[src/rtl/pulse_width_timer.sv]
module pulse_width_timer #(
  parameter int W = 8
) (
  input  logic         clk,
  input  logic         rst_n,
  input  logic         tick,
  input  logic         pin,
  input  logic         pol,
  input  logic         meas_en,
  input  logic         wide,
  input  logic         run_lo,
  input  logic         run_hi,
  input  logic [W-1:0] reload_lo,
  input  logic [W-1:0] reload_hi,
  output logic [W-1:0] count_lo,
  output logic [W-1:0] count_hi,
  output logic         uf_lo,
  output logic         uf_hi
);
  localparam int DW = 2 * W;

  logic s1, s2, rq_lo, rq_hi;

  wire          gate    = tick & run_lo & (~meas_en | (s2 == pol));
  wire          tick_hi = tick & run_hi;
  wire          ld_lo   = run_lo & ~rq_lo;
  wire          ld_hi   = run_hi & ~rq_hi;
  wire [DW-1:0] pair    = {count_hi, count_lo};
  wire [DW-1:0] rl_pair = {reload_hi, reload_lo};

  always_ff @(posedge clk or negedge rst_n) begin
    if (!rst_n) begin
      s1    <= 1'b0;
      s2    <= 1'b0;
      rq_lo <= 1'b0;
      rq_hi <= 1'b0;
    end else begin
      s1    <= pin;
      s2    <= s1;
      rq_lo <= run_lo;
      rq_hi <= run_hi;
    end
  end

  always_ff @(posedge clk or negedge rst_n) begin
    if (!rst_n) begin
      count_lo <= '0;
      count_hi <= '0;
      uf_lo    <= 1'b0;
      uf_hi    <= 1'b0;
    end else begin
      uf_lo <= 1'b0;
      uf_hi <= 1'b0;
      if (wide) begin
        if (ld_lo) begin
          {count_hi, count_lo} <= rl_pair;
        end else if (gate) begin
          if (pair == '0) begin
            {count_hi, count_lo} <= rl_pair;
            uf_lo <= 1'b1;
          end else begin
            {count_hi, count_lo} <= pair - 1'b1;
          end
        end
      end else begin
        if (ld_lo) begin
          count_lo <= reload_lo;
        end else if (gate) begin
          if (count_lo == '0) begin
            count_lo <= reload_lo;
            uf_lo    <= 1'b1;
          end else begin
            count_lo <= count_lo - 1'b1;
          end
        end
        if (ld_hi) begin
          count_hi <= reload_hi;
        end else if (tick_hi) begin
          if (count_hi == '0) begin
            count_hi <= reload_hi;
            uf_hi    <= 1'b1;
          end else begin
            count_hi <= count_hi - 1'b1;
          end
        end
      end
    end
  end
endmodule


[config.mk]
export PLATFORM = sky130hd
export DESIGN_NAME = pulse_width_timer
export DESIGN_NICKNAME = d
export VERILOG_FILES = /design/src/rtl/pulse_width_timer.sv
export SDC_FILE = /design/constraint.sdc
export NUM_CORES = 1
export LEC_CHECK = 0
export BUFFER_PORTS_ARGS = -buffer_cell sky130_fd_sc_hd__buf_2
export CAP_MARGIN = 10
export CORE_ASPECT_RATIO = 0.6
export CORE_MARGIN = 5
export CORE_UTILIZATION = 45
export DETAILED_ROUTE_END_ITERATION = 10
export GPL_ROUTABILITY_DRIVEN = 0
export PLACE_DENSITY = 0.74
export SKIP_CTS_REPAIR_TIMING = 1
export SLEW_MARGIN = 15
export SYNTH_ARGS = -nofsm -noshare
export SYNTH_HDL_FRONTEND = slang
export SYNTH_SLANG_ARGS = --single-unit
export TNS_END_PERCENT = 50
[constraint.sdc]
create_clock -name clk -period 4.35 [get_ports clk]
set_input_delay 0.435 -clock clk [delete_from_list [all_inputs] [get_ports clk]]
set_output_delay 0.435 -clock clk [all_outputs]
set_load 0.03 [all_outputs]
==> results.py <==
metrics = {
    "status": {
        "status": "finished clean",
    },
    "synthesis": {
        "synth_top_family_by_area": "simple AND/OR/NAND/NOR gates",
        "synthAdderAreaFrac_pct": 2.34,
        "yosysTopAreaCellShare_pct": 34.4,
        "avgSynthCellArea_um2": 8.09,
        "synth_area_leaders": "dfrtp_1 34%, o21ai_0 6.3%, nor2_1 5.6%",
        "ys_seq_elements": 22,
        "ys_seq_area_share_pct": 34.4,
        "netlist_area_um2": 1600,
        "yosys.area_share.xor_xnor_pct": 6.02,
        "postSynthNetCount": 226,
        "yosys.area_share.simple_pct": 27.4,
        "yosysTopAreaCell": "dfrtp_1",
        "yosysWarningCount": 0,
        "synth_cell_types": 41,
        "netlist_instances": 198,
        "synth_edf_count": 0,
        "synthMuxAreaShare_pct": 0.703,
        "yosys_most_used_dff": "dfrtp_1",
        "synthArstFlopShare_pct": 100,
        "synth-compound-area-share_pct": 24.8,
    },
    "cells_and_area": {
        "fin_nets": 263,
        "num-fill-cells": 319,
        "seq_area_um2": 551,
        "multi_input_area_um2": 986,
        "diodes": 0,
        "area_delta_synth_final_pct": 18.7,
        "layout_common_cells": "42 x buf_2, 24 x nor2_1, 22 x dfrtp_1",
        "final_common_cell": "buf_2",
        "drive_above_1_share_pct": 23.1,
    },
    "routing": {
        "final_antenna_net_count": 0,
        "drt-initial-drc-count": 92,
        "route.detailed.drc": 0,
        "wl_per_cell_um": 14.9,
        "vias": 1613,
        "wirelength_um": 4170,
        "via_per_inst": 5.78,
        "drt_pass1_iterations": 5,
    },
    "global_route": {
        "grt_pass1_vias": 1446,
        "grt_overflow": 0,
        "antenna_found_initial": 0,
        "grt_pass1_wl_um": 7160,
        "grt.total_usage_pct": 18.3,
        "grt_max_degree": 23,
    },
    "pwr": {
        "p_per_area_nw_per_um2": 589,
        "vdd_drop_max_uv": 233,
        "p_leak_nw": 0.798,
    },
    "placement": {
        "place_ws_ps": 1560,
        "port_buffers": 42,
        "hpwl_um": 3150,
    },
    "clocking": {
        "clock_path_buffers": 2,
        "h-tree-depth": 1,
        "cts_buffers": 3,
        "cts.sinks": 22,
        "clock_tree.root_cell": "clkbuf_8",
        "cts_tree": "yes",
        "clkLatencyLatePin_ps": 270,
        "path_clk_slew_ps": 90,
    },
    "timing": {
        "rsz0062_at_grt": "false",
        "finalClockSkew_ps": 4.56,
        "setup_viol": 0,
        "slew_headroom_pct": 49.5,
        "finalHoldViolCount": 0,
        "final_max_slew_viol_count": 0,
        "tightest_slew_ps": 756,
        "max_freq_mhz": 365,
        "finalCriticalPeriod_ps": 2740,
        "min_period_over_period_pct": 63.0,
        "setup_ws_ps": 1610,
        "tns_ps": 0,
    },
    "setup_path": {
        "critPathMaxStageDelay_ps": 530,
        "start_kind": "flop",
        "required_ps": 4490,
        "cp_max_fo": 13,
        "r2r_slack_ps": 1610,
        "worstSetupEndpointType": "flop",
        "critPathKind": "flop to flop",
        "crit_chain": "inv_1 > ha_1 > nor3b_2 > nand2_1 > o21ai_2 > mux2_2 > a21oi_1 > a21oi_1",
        "critPathSlowestCell": "o21ai_2",
        "crit_top_cell": "a21oi_1",
        "worstPathArrival_ps": 2880,
    },
    "min_path": {
        "hold_path_class": "input pin to async pin",
    },
    "floorplanning": {
        "ios": 43,
        "die_area_um2": 4890,
        "core.rowCount": 16,
        "die_x_um": 87.0,
        "coreArea_um2": 3340,
        "initial_core_util_pct": 47.9,
        "die_y_um": 56.2,
    },
    "job": {
        "maxCapViolCount": 0,
    },
}
[area by class of cell]
class | instances | area share [%]
clock buffer | 3 | 2.17
clock inverter | 1 | 1.58
inverter | 7 | 1.38
multi-input combinational | 159 | 51.9
sequential | 22 | 29.0
tap | 45 | 2.96
timing repair buffer | 42 | 11.1
[worst max-delay path, delay by kind of cell (launching register included)]
family | cells | cell delay, ps
DFF | 1 | 450
and+or+nand+nor | 2 | 630
AOI/OAI and AO/OA | 3 | 750
buffers and inverters | 1 | 150
muxes | 1 | 400
adders and majority gates | 1 | 220
[report_power, final]
part | internal, W | switching (W) | total, W
registers | 0.000267 | 0.000117 | 0.000384
clock network | 0.000123 | 0.0000726 | 0.000196
logic | 0.000190 | 0.000350 | 0.000540
[synth_stat cells, drive strengths merged, types with 2 or more instances]
| library cell | count |
|---|---|
| a211o | 2 |
| a211oi | 5 |
| a21boi | 2 |
| a21oi | 14 |
| a22o | 2 |
| a311o | 2 |
| a31oi | 2 |
| buf | 4 |
| clkbuf | 6 |
| dfrtp | 22 |
| ha | 3 |
| inv | 7 |
| nand2 | 19 |
| nand2b | 5 |
| nand3 | 7 |
| nand4 | 6 |
| nor2 | 24 |
| nor2b | 3 |
| nor3 | 7 |
| nor3b | 4 |
| nor4 | 7 |
| o211ai | 3 |
| o21ai | 22 |
| xnor2 | 8 |
| xor2 | 3 |
[path summary, 6_finish.rpt]
check | start | to | cells past startpoint
hold reg to reg | s1 | s2 | 0
max in group asynchronous | rst_n | count_hi[1] | 1
setup / recovery | count_hi[0] | count_hi[7] | 8
setup reg to reg | count_hi[0] | count_hi[7] | 8
min in group clk | pin | s1 | 1
hold / removal | rst_n | count_hi[3] | 1
[cells by family after synthesis]
family | count (synthesis)
AND/OR/NAND/NOR | 84
AO/OA/AOI/OAI | 60
flip-flops | 22
buffers and inverters | 17
XOR/XNOR | 11
adder cells (fa/ha/maj) | 3
multiplexers | 1
[routing by layer]
metal / global-route usage (%) / vias up / part of all wire [%]
li1: - / 808 / -
met1: 29.3 / 747 / 52
met2: 24.8 / 56 / 39
met3: 3.99 / 2 / 8.3
met4: 2.67 / 0 / 0.46
met5: 0 / - / 0
[flip-flops by register name, indices dropped and copies added, names as in the netlist]
name and flops:
rq_hi 1, count_lo 8, uf_lo 1, rq_lo 1, uf_hi 1, s2 1, s1 1, count_hi 8
[through the flow]
step / cells / hold slack (ps) / utilization [%] / power [W] / instance area [um^2]
floorplan: 198 / 139 / - / 0.000770 / 1600
CTS: 279 / 140 / 56.7 / 0.00112 / 1900
global route: 279 / 176 / 56.8 / 0.00120 / 1900
finish: 279 / 120 / 56.8 / 0.00112 / 1900
global placement: 275 / 337 / 54.6 / 0.000917 / 1830
detailed placement: 275 / 341 / 54.6 / 0.000922 / 1830
Note: power is estimated with default switching activity, not from simulation.
